`src/rtl/hostSeqPkg.sv`:
```
package hostSeqPkg;

  // Sequencer phases, in the order an access walks through them.
  typedef enum logic [2:0] {
    SEQ_IDLE,
    SEQ_PEND,
    SEQ_ADDR,
    SEQ_HOLD,
    SEQ_DRIVE,
    SEQ_LATCH,
    SEQ_ACK
  } seqStateE;

  // Strobes from the control to the datapath.
  typedef struct packed {
    logic captureAddr;
    logic loadHoldoff;
  } dpStrobeT;

  // Qualified (synchronized, active-high) status back to the control.
  typedef struct packed {
    logic csAct;
    logic rdAct;
    logic wrAct;
    logic holdoff;
  } dpStatusT;

endpackage

```
`src/rtl/hostSeqDatapath.sv`:
```
module hostSeqDatapath
  import hostSeqPkg::*;
#(
  parameter int ADDR_W      = 17,
  parameter int HOLDOFF_CYC = 23,
  parameter int SYNC_STAGES = 2
) (
  input  logic              clk,
  input  logic              rstN,
  input  logic              hostCsN,
  input  logic              hostRdN,
  input  logic              hostWrN,
  input  logic [ADDR_W-1:0] hostAddr,
  input  logic              testAccess,
  input  dpStrobeT          stb,
  output dpStatusT          status,
  output logic              regSel,
  output logic [ADDR_W-2:0] regAddr,
  output logic              holdoffActive
);

  localparam int LOW_W   = ADDR_W - 1;
  localparam int SEL_BIT = ADDR_W - 1;
  localparam int RAW_CW  = $clog2(HOLDOFF_CYC + 1);
  localparam int CNT_W   = (RAW_CW < 1) ? 1 : RAW_CW;

  // Strobe synchronizer: one 3-bit word {cs, rd, wr} per stage, active high.
  logic [SYNC_STAGES-1:0][2:0] syncChain;

  always_ff @(posedge clk or negedge rstN) begin
    if (!rstN) begin
      syncChain <= '0;
    end else begin
      syncChain[0] <= {~hostCsN, ~hostRdN, ~hostWrN};
      for (int s = 1; s < SYNC_STAGES; s++) begin
        syncChain[s] <= syncChain[s-1];
      end
    end
  end

  assign status.csAct   = syncChain[SYNC_STAGES-1][2];
  assign status.rdAct   = syncChain[SYNC_STAGES-1][1];
  assign status.wrAct   = syncChain[SYNC_STAGES-1][0];
  assign status.holdoff = holdoffActive;

  // Target decode and lower-address capture during the address-enable cycle.
  always_ff @(posedge clk or negedge rstN) begin
    if (!rstN) begin
      regSel  <= 1'b0;
      regAddr <= '0;
    end else if (stb.captureAddr) begin
      regSel  <= hostAddr[SEL_BIT];
      regAddr <= (testAccess || !hostAddr[SEL_BIT]) ? hostAddr[LOW_W-1:0] : '0;
    end
  end

  // Holdoff window after each completed host access.
  generate
    if (HOLDOFF_CYC > 0) begin : genHoldoff
      logic [CNT_W-1:0] holdCnt;

      always_ff @(posedge clk or negedge rstN) begin
        if (!rstN) begin
          holdCnt <= '0;
        end else if (stb.loadHoldoff) begin
          holdCnt <= CNT_W'(HOLDOFF_CYC);
        end else if (holdCnt != '0) begin
          holdCnt <= holdCnt - 1'b1;
        end
      end

      assign holdoffActive = (holdCnt != '0);

      assert_hold_bound_R8: assert property (@(posedge clk) disable iff (!rstN)
        holdCnt <= CNT_W'(HOLDOFF_CYC));

      assert_hold_opens_R8: assert property (@(posedge clk) disable iff (!rstN)
        stb.loadHoldoff |=> holdoffActive);
    end else begin : genNoHoldoff
      assign holdoffActive = 1'b0;
    end
  endgenerate

endmodule

```
`src/rtl/hostSeqControl.sv`:
```
module hostSeqControl
  import hostSeqPkg::*;
(
  input  logic     clk,
  input  logic     rstN,
  input  dpStatusT status,
  input  logic     memBusy,
  output dpStrobeT stb,
  output logic     hostAckN,
  output logic     addrBufEnN,
  output logic     dataBufEnN,
  output logic     dataDirOut,
  output logic     latchClk,
  output logic     memStb
);

  seqStateE state, nextState;
  logic     isRead;
  logic     armed;
  logic     reqSeen;
  logic     mayStart;
  logic     accept;

  assign reqSeen  = status.csAct && (status.rdAct || status.wrAct) && armed;
  assign mayStart = !status.holdoff && !memBusy;
  assign accept   = (state == SEQ_IDLE) && reqSeen;

  always_comb begin
    nextState = state;
    unique case (state)
      SEQ_IDLE:  if (reqSeen) nextState = mayStart ? SEQ_ADDR : SEQ_PEND;
      SEQ_PEND: begin
        if (!status.csAct)  nextState = SEQ_IDLE;
        else if (mayStart)  nextState = SEQ_ADDR;
      end
      SEQ_ADDR:  nextState = SEQ_HOLD;
      SEQ_HOLD:  nextState = SEQ_DRIVE;
      SEQ_DRIVE: nextState = SEQ_LATCH;
      SEQ_LATCH: nextState = SEQ_ACK;
      SEQ_ACK:   if (!status.csAct) nextState = SEQ_IDLE;
      default:   nextState = SEQ_IDLE;
    endcase
  end

  always_ff @(posedge clk or negedge rstN) begin
    if (!rstN) begin
      state  <= SEQ_IDLE;
      isRead <= 1'b0;
      armed  <= 1'b1;
    end else begin
      state <= nextState;
      if (accept) begin
        isRead <= status.rdAct;
      end
      if (accept) begin
        armed <= 1'b0;
      end else if (!status.rdAct && !status.wrAct) begin
        armed <= 1'b1;
      end
    end
  end

  // Strobes to the datapath.
  assign stb.captureAddr = (state == SEQ_ADDR);
  assign stb.loadHoldoff = (state == SEQ_ACK) && !status.csAct;

  // Pin choreography decoded from the phase.
  assign addrBufEnN = (state != SEQ_ADDR);
  assign dataBufEnN = (state == SEQ_IDLE);
  assign dataDirOut = (state != SEQ_IDLE) && isRead;
  assign latchClk   = !((state == SEQ_ADDR) || (state == SEQ_HOLD) || (state == SEQ_DRIVE));
  assign memStb     = (state == SEQ_DRIVE);
  assign hostAckN   = !((state == SEQ_LATCH) || (state == SEQ_ACK));

  assert_addr_single_R4: assert property (@(posedge clk) disable iff (!rstN)
    !addrBufEnN |=> addrBufEnN);

  assert_addr_in_data_R3: assert property (@(posedge clk) disable iff (!rstN)
    !addrBufEnN |-> !dataBufEnN);

  assert_stb_after_addr_R5: assert property (@(posedge clk) disable iff (!rstN)
    memStb |-> $past(!addrBufEnN, 2));

  assert_start_clear_R8: assert property (@(posedge clk) disable iff (!rstN)
    $fell(addrBufEnN) |-> !$past(status.holdoff));

  assert_start_granted_R9: assert property (@(posedge clk) disable iff (!rstN)
    $fell(addrBufEnN) |-> !$past(memBusy));

  assert_ack_held_R7: assert property (@(posedge clk) disable iff (!rstN)
    (!hostAckN && status.csAct) |=> !hostAckN);

  assert_latch_with_ack_R4: assert property (@(posedge clk) disable iff (!rstN)
    $rose(latchClk) |-> !hostAckN);

endmodule

```
`src/rtl/hostAccessSeq.sv`:
```
module hostAccessSeq
  import hostSeqPkg::*;
#(
  parameter int ADDR_W      = 17,
  parameter int HOLDOFF_CYC = 23,
  parameter int SYNC_STAGES = 2
) (
  input  logic              clk,
  input  logic              rstN,
  input  logic              hostCsN,
  input  logic              hostRdN,
  input  logic              hostWrN,
  input  logic [ADDR_W-1:0] hostAddr,
  input  logic              testAccess,
  input  logic              memBusy,
  output logic              hostAckN,
  output logic              addrBufEnN,
  output logic              dataBufEnN,
  output logic              dataDirOut,
  output logic              latchClk,
  output logic              memStb,
  output logic              regSel,
  output logic [ADDR_W-2:0] regAddr,
  output logic              holdoffActive
);

  dpStrobeT dpStb;
  dpStatusT dpStatus;

  hostSeqDatapath #(
    .ADDR_W      (ADDR_W),
    .HOLDOFF_CYC (HOLDOFF_CYC),
    .SYNC_STAGES (SYNC_STAGES)
  ) uDatapath (
    .clk           (clk),
    .rstN          (rstN),
    .hostCsN       (hostCsN),
    .hostRdN       (hostRdN),
    .hostWrN       (hostWrN),
    .hostAddr      (hostAddr),
    .testAccess    (testAccess),
    .stb           (dpStb),
    .status        (dpStatus),
    .regSel        (regSel),
    .regAddr       (regAddr),
    .holdoffActive (holdoffActive)
  );

  hostSeqControl uControl (
    .clk        (clk),
    .rstN       (rstN),
    .status     (dpStatus),
    .memBusy    (memBusy),
    .stb        (dpStb),
    .hostAckN   (hostAckN),
    .addrBufEnN (addrBufEnN),
    .dataBufEnN (dataBufEnN),
    .dataDirOut (dataDirOut),
    .latchClk   (latchClk),
    .memStb     (memStb)
  );

endmodule

```
`config.mk`:
```
export PLATFORM = sky130hd
export DESIGN_NAME = hostAccessSeq
export DESIGN_NICKNAME = d
export VERILOG_FILES = /design/src/rtl/hostSeqPkg.sv /design/src/rtl/hostSeqDatapath.sv /design/src/rtl/hostSeqControl.sv /design/src/rtl/hostAccessSeq.sv
export SDC_FILE = /design/constraint.sdc
export NUM_CORES = 1
export LEC_CHECK = 0
export BUFFER_PORTS_ARGS = -buffer_cell sky130_fd_sc_hd__buf_2
export CAP_MARGIN = 15
export CORE_MARGIN = 3
export CORE_UTILIZATION = 35
export CTS_BUF_LIST = sky130_fd_sc_hd__clkbuf_8
export DETAILED_ROUTE_END_ITERATION = 16
export GPL_ROUTABILITY_DRIVEN = 0
export PLACE_DENSITY_LB_ADDON = 0.12
export SLEW_MARGIN = 20
export SYNTH_ARGS = -nofsm -noshare
export SYNTH_HDL_FRONTEND = slang
export SYNTH_SLANG_ARGS = --single-unit
export TNS_END_PERCENT = 30
```
`constraint.sdc`:
```
create_clock -name clk -period 2 [get_ports clk]
set_input_delay 0 -clock clk [delete_from_list [all_inputs] [get_ports clk]]
set_output_delay 0 -clock clk [all_outputs]
set_load 0.1 [all_outputs]
```
== Word level (Yosys, flattened, before mapping) ==
Cells that the tools add are included.

* Output and inout port bits: 24
* Bits of input ports: 24
* Bits in registers: 33

* Eq/ne operators: 10
* Bitwise operators: 3
* Muxes and demuxes: 11
* Reduce and logical (&&, ||, !) cells: 26
* $add $sub $neg: 1

{| class="wikitable"
|+ Operator list
! operator !! count
|-
| 3-bit one-hot mux with 7 select lines || 1
|-
| 16-bit two-way mux || 1
|-
| 3-bit two-way mux || 4
|-
| 5-bit two-way mux || 2
|-
| 3-bit equality test, second input constant || 3
|-
| 1-bit logical NOT || 8
|-
| 1-bit logical AND || 7
|-
| 3-bit by 2-bit equality test with 1-bit output, second input constant || 2
|-
| 3-bit by 2-bit inequality test with 1-bit output, second input constant || 2
|-
| 1-bit logical OR || 5
|-
| 5-bit nonzero test || 1
|-
| 5-bit by 1-bit subtractor with 5-bit output, second input constant || 1
|-
| 2-bit nonzero test || 2
|-
| 3-bit by 1-bit equality test with 1-bit output, second input constant || 1
|-
| 3-bit logical NOT || 1
|-
| 1-bit inverter || 3
|-
| 3-bit AND reduction || 1
|-
| 3-bit nonzero test || 1
|-
| 1-bit two-way mux || 2
|-
| 2-bit two-way mux || 1
|-
| 2-bit by 1-bit inequality test with 1-bit output, second input constant || 1
|-
| 2-bit inequality test, second input constant || 1
|}

== Longest topological paths before layout ==
Gate-level depths: netlist of the first run.

* Word-level depth: 6
* Mapped depth: 6
* Mapped depth without buffers: 6

== Modules after synthesis ==
From an unflattened synthesis of the first run, not the netlist that was laid out.

* Cells, all modules: 113
* Area, all modules: 1,383.8 µm²

{| class="wikitable"
|+ Modules (own cells, without submodules)
! module !! cells each !! area an instance (µm²) !! seq. area each (µm²) !! instances
|-
| hostSeqDatapath || 77 || 1,058.5 || 700.7 || 1
|-
| hostSeqControl || 36 || 325.3 || 126.4 || 1
|}

== Worst setup path before layout of the first run ==
OpenSTA, ideal clock, no wires.

* Path type: flip-flop to output port
* From: reg uControl.state[0]
* To: out latchClk
* Setup slack: -2,061 ps
* Cell stages (with the launch flop): 4
* Buffers on the path: 1
* Arrival: 4,061 ps
* Path through: dfrtp_1 -> buf_2 -> nor3_1 -> a21oi_1

* Elaborated cells on any way between the ends: 6
* Those cells by class: eq/ne (3); reduce/logical (3)

{| class="wikitable"
|+ RTL lines
! element !! line !! source
|-
| start: declaration || hostSeqControl.sv:17 || <nowiki>seqStateE state, nextState;</nowiki>
|-
| start signal: assignment || hostSeqControl.sv:51 || <nowiki>state <= nextState;</nowiki>
|-
| 3-bit equality test || - ||
|-
| net memStb || hostAccessSeq.sv:21 || <nowiki>output logic memStb,</nowiki>
|-
| 1-bit logical OR || hostSeqControl.sv:71 || <nowiki>assign latchClk = !((state == SEQ_ADDR) || (state == SEQ_HOLD) || (state == SEQ_DRIVE));</nowiki>
|-
| 1-bit logical NOT || hostSeqControl.sv:71 ||
|-
| end: declaration || hostAccessSeq.sv:20 || <nowiki>output logic latchClk,</nowiki>
|}

The timed path passes the listed nets, and every way through them passes these cells.

== Worst setup path after layout of the first run ==
* From: reg uControl.state[1]
* To: out addrBufEnN

* Cells in the longest elaborated chain, start to end: 1

{| class="wikitable"
|+ RTL lines
! element !! line !! source
|-
| 3-bit by 2-bit inequality test with 1-bit output || hostSeqControl.sv:68 || <nowiki>assign addrBufEnN = (state != SEQ_ADDR);</nowiki>
|-
| end: declaration || hostAccessSeq.sv:17 || <nowiki>output logic addrBufEnN,</nowiki>
|}

Every way passes these cells.

==> metrics.cfg, run 1 <==
[clock_network]
clock_latency_ns=0.28
numCtsBuffers=5
cts_tree=done
path_clk_slew_ns=0.07
postCtsHoldBufs=21
cts_buffer_depth=2
cts.sink_count=33
htreeDepth=2
cts-resized-gates=0
cts_setup_buffers=0
cts_root_buf=clkbuf_8

[yosys]
synth_top_cell_area_share_pct=55.5
yosys-top-cells-area=dfrtp_1 56%, nand2_1 10%, nand3_1 5.6%
syn-mean-instance-area_um2=9.81
async_reset_ff_share_pct=100
synth_nets=172
ys.warnings.count=0
synth_area_leader_cell=dfrtp_1
syn_area_um2=1440
synth_edf_count=0
ys_ff_latch=33
seq_area_frac_synth_pct=57.3
yosys.cell_types.count=31
synthFlopType=dfrtp_1
synthCells=147

[finish]
area_growth_pct=41.4
post-route-cell-area_um2=2040
drive_above_1_share_pct=31.8
nFillCells=346
multiInputGateArea_um2=561
seqCellArea_um2=827
final_cells=265
antenna_cells=0
final_util_pct=53.3
final_nets=241
layout_commonest_cell=buf_2
final_cell_mix=47 x buf_2, 40 x nand2_1, 32 x dfrtp_1

[floorplanning]
die_h_um=70.2
core_um2=3830
die-area_um2=4930
fp-row-count=22
start_util_pct=37.7
io_pins=48
die_w_um=70.2

[min_path]
hold_path_depth=3
hold_path_end=uControl.state[0]
hold_path.class=in -> reg
hp-start=memBusy

[global_routing]
grtUsageTotal_pct=14.1
grt_pass1_wl_um=5520
busiest_layer=met2
grt_start_max_net_pins=34
grt_pass1_vias=1226
overflow=0
use_met3_pct=5.04
grtUsageMet1_pct=16.6
grtUsageMet2_pct=24.1
antenna_found_initial=0

[route]
drt_iter0_drc=44
route.detailed.drc=0
firstDrtPassIters=4
vias=1211
routed_wl_um=3200
wl_per_cell_um=12.1
ant_nets=0
viasPerCell=4.57

[sta]
rsz0062_at_grt=no
skew_ns=0.00447
period_minus_slack_ns=1.83
tns_ns=0
finalHoldViolCount=0
final_max_slew_viol_count=0
period_share_pct=91.3
worstMarginPinSlew_ns=0.724
relSlewSlack_pct=51.7
max_freq_mhz=548
setup_violations=0

[setup_path]
rrSetupSlack_ns=0.37
worstPathRequired_ns=2.00
reg2regPathDepth=6
worstReg2RegStart=uDatapath.genHoldoff.holdCnt[0]
r2r_end=uControl.state[0]
start_kind=register
crit_fanout=19
end_kind=output port
worst_ep_arrival_time_ns=1.83
critical_path_class=reg -> out

[run]
cap_viol_max_count=0

[placement]
placed_area_um2=1730
post-dp-hpwl_um=2120
numPortBuffers=47
placed_cells=236

[outcome]
outcome=completed

## flip-flops by register name, summed over array words and instances, names as in the netlist
register                      count
uDatapath.regAddr                16
uDatapath.genHoldoff.holdCnt      5
uControl.state                    3
uDatapath.status                  3
uDatapath.syncChain               3
uControl.armed                    1
uControl.isRead                   1
uDatapath.regSel                  1
## per-layer routing
metal	up-vias	wire (um)	share of wire, %
li1	616	-	-
met1	559	1340	42
met2	31	1660	52
met3	5	174	5.4
met4	0	26	0.81
met5	-	0	0
## final cells by class
cell class,instances,share of cell area [%]
sequential,33,40.6
multi-input combinational,97,27.5
timing repair buffer,69,22.2
clock buffer,7,4.72
tap,48,2.94
inverter,10,1.84
clock inverter,1,0.245
## cell usage after synthesis, drive strengths merged (2+ instances only)
library cell / n
nor2b: 5
nand3b: 2
nand3: 16
nand2: 40
o211ai: 3
nor3: 4
o21ai: 5
buf: 5
inv: 10
clkbuf: 2
dfrtp: 32
nor2: 5
nand2b: 3
## metrics by stage
stage / hold slack, ns / setup slack, ns
after floorplan: -0.296 / -0.176
after global placement: 0.103 / 0.476
after detailed placement: 0.111 / 0.407
after CTS: 0.0506 / 0.145
after global routing: 0.0863 / 0.0514
final: 0.0594 / 0.174
## critical path, cell delays in order (launching register included)
cell	delay, ns
dfrtp_1	0.53
nor3b_4	0.23
inv_2	0.28
buf_2	0.50
## logic make-up (layout without fill, tap and decap cells)
logic type,count (synthesis),in the layout,synth area share [%]
and+or+nand+nor,81,81,28.7
DFF,33,33,57.3
buffers and inverters,17,87,5.29
AOI/OAI and AO/OA,13,13,6.42
adders and majority gates,1,1,0.867
xor gates and xnor gates,1,1,0.607
muxes,1,1,0.781
## worst max path at each step
| stage | startpoint | end | slack (ns) | cells after the start |
|---|---|---|---|---|
| finish | uControl.state[1] | addrBufEnN | 0.17 | 3 |
| global route | uControl.state[0] | addrBufEnN | 0.05 | 3 |
| CTS | uControl.state[1] | addrBufEnN | 0.14 | 3 |
| detailed placement | uDatapath.genHoldoff.holdCnt[0] | uControl.state[0] | 0.41 | 6 |
| global placement | uDatapath.genHoldoff.holdCnt[0] | uControl.state[0] | 0.48 | 6 |
| floorplan | uControl.state[0] | dataDirOut | -0.18 | 3 |
Power of run 1 is not shown: default switching activity piles up to over one toggle a cycle in this logic, so the estimate is an artifact.
==> run 2: changes to the inputs <==
--- a/config.mk
+++ b/config.mk
@@ -5,6 +5,7 @@
 export SDC_FILE = /design/constraint.sdc
 export NUM_CORES = 1
 export LEC_CHECK = 0
+export ABC_AREA = 1
 export BUFFER_PORTS_ARGS = -buffer_cell sky130_fd_sc_hd__buf_2
 export CAP_MARGIN = 15
 export CORE_MARGIN = 3
==> metrics.cfg, run 2 <==
[global_routing]
grtUsageTotal_pct=14.0
grt_start_max_net_pins=38
grt_pass1_wl_um=5670
overflow=0
grt_pass1_vias=1299
antenna_found_initial=0

[sta]
setup_violations=0
setup_ws_ns=0.332
tns_ns=0
rsz0062_at_grt=no
relSlewSlack_pct=51.0
finalHoldViolCount=0
period_share_pct=83.4
final_max_slew_viol_count=0
period_minus_slack_ns=1.67
max_freq_mhz=600
skew_ns=0.00455
worstMarginPinSlew_ns=0.736

[route]
routed_wl_um=3270
route.detailed.drc=0
ant_nets=0
vias=1312
viasPerCell=4.62
firstDrtPassIters=4
wl_per_cell_um=11.5
drt_iter0_drc=47

[setup_path]
r2r_end=uControl.state[1]
end_kind=output port
critical_path_class=reg -> out
reg2regPathDepth=8
rrSetupSlack_ns=0.69
slowest_delay_ns=0.48
crit_chain=inv_2 > nand2_2 > inv_2 > nand2_8 > buf_2
start_kind=register
critPathMostFrequentCell=inv_2
worst_ep_arrival_time_ns=1.67
worstPathRequired_ns=2.00
crit_fanout=37
worstReg2RegStart=uDatapath.genHoldoff.holdCnt[0]
critPathSlowestCell=buf_2

[finish]
drive_above_1_share_pct=33.8
final_nets=258
layout_commonest_cell=nand2_1
post-route-cell-area_um2=2080
antenna_cells=0
nFillCells=361
area_growth_pct=38.7
final_cell_mix=52 x nand2_1, 47 x buf_2, 32 x dfrtp_1
largest_reg_flops=16
largest_register=uDatapath.regAddr
reg_top3=uDatapath.regAddr x16, uDatapath.genHoldoff.holdCnt x5
final_util_pct=51.3

[yosys]
yosys.cell_types.count=25
synth_nets=188
synthCells=163
synth_top_cell_area_share_pct=53.4
syn-mean-instance-area_um2=9.20
yosys-top-cells-area=dfrtp_1 53%, nand2_1 13%, o21ai_2 7.0%
synth_edf_count=0
seq_area_frac_synth_pct=55.1
synth_area_leader_cell=dfrtp_1
post-synth-top-count-cell=nand2_1
netlist_top_cells_count=52 x nand2_1, 32 x dfrtp_1, 16 x inv_1
ys.warnings.count=0
ys_ff_latch=33
async_reset_ff_share_pct=100
syn_area_um2=1500
synthFlopType=dfrtp_1

[min_path]
hold_path_end=uControl.state[1]
hp-start=memBusy
hold_path_depth=6
hold_path.class=in -> reg

[placement]
placed_area_um2=1750
dp_slack_ns=0.647
numPortBuffers=47
post-dp-hpwl_um=2280

[clock_network]
htreeDepth=2
cts_setup_buffers=0
path_clk_slew_ns=0.07
cts_tree=done
cts_root_buf=clkbuf_8
numCtsBuffers=5
cts-resized-gates=0
cts.sink_count=33
cts_buffer_depth=2
clock_latency_ns=0.28

[run]
cap_viol_max_count=0

[floorplanning]
start_util_pct=37.0
io_pins=48
fp-row-count=23
die_w_um=71.5
core_um2=4060
die_h_um=71.5
die-area_um2=5110

[outcome]
outcome=completed

## run 2: changes by cell type in the layout (fill, tap and decap cells not counted), moves of 3 or more
cell,change
inv_1,+8
o21ai_2,+12
nand3_1,-8
o21ai_0,+3
nor2b_1,-5
nand2_1,+12
nand2b_1,-3
nor2_1,+4
## run 2: logic make-up (layout without fill, tap and decap cells)
kind of cell | count (synthesis) | after routing | synth area share (%)
and+or+nand+nor | 79 | 79 | 23.5
DFF | 33 | 33 | 55.1
buffers and inverters | 25 | 96 | 8.34
AOI/OAI and AO/OA | 24 | 24 | 11.6
adders and majority gates | 1 | 1 | 0.834
xor gates and xnor gates | 1 | 1 | 0.584
## run 2: layer usage
metal  up-vias  track usage (%)  wire length (um)
met5         -                0                 0
met4         0             5.64                43
met3         7             4.49               192
met2        32             23.8              1630
met1       623             16.2              1400
li1        650                -                 -
## run 2: worst max path at each step
stage	from	to	slack, ns	cells past startpoint
after detailed placement	uControl.state[2]	addrBufEnN	0.65	5
after global placement	uDatapath.genHoldoff.holdCnt[0]	holdoffActive	0.70	6
after global routing	uDatapath.genHoldoff.holdCnt[0]	holdoffActive	0.24	6
after floorplan	uControl.state[0]	dataDirOut	-0.10	4
final	uControl.state[2]	addrBufEnN	0.33	5
after CTS	uControl.state[2]	addrBufEnN	0.32	5
## run 2: worst max-delay path, delay by kind of cell (launching register included)
family,cells,cell delay (ns)
buf+inv,3,0.62
flops,1,0.46
simple gates,2,0.29
## run 2: per-stage QoR
step,hold WS (ns),instances
floorplan,-0.296,163
CTS,0.105,284
global placement,0.0983,255
finish,0.123,284
global route,0.134,284
detailed placement,0.112,255
## run 2: area by class of cell
class / count / area, um2 / area share (%)
Inverter: 20 / 75.1 / 3.61
Clock inverter: 2 / 37.5 / 1.80
Timing Repair Buffer: 68 / 445 / 21.4
Sequential cell: 33 / 827 / 39.7
Multi-Input combinational cell: 105 / 551 / 26.5
Tap cell: 50 / 62.6 / 3.01
Clock buffer: 6 / 82.6 / 3.97
## run 2: repair_timing
action	CTS	global route
endpoints found under the hold margin	52	0
setup endpoints to repair	0	0
hold buffers	21	0
Power of run 2 is left out for the same reason.
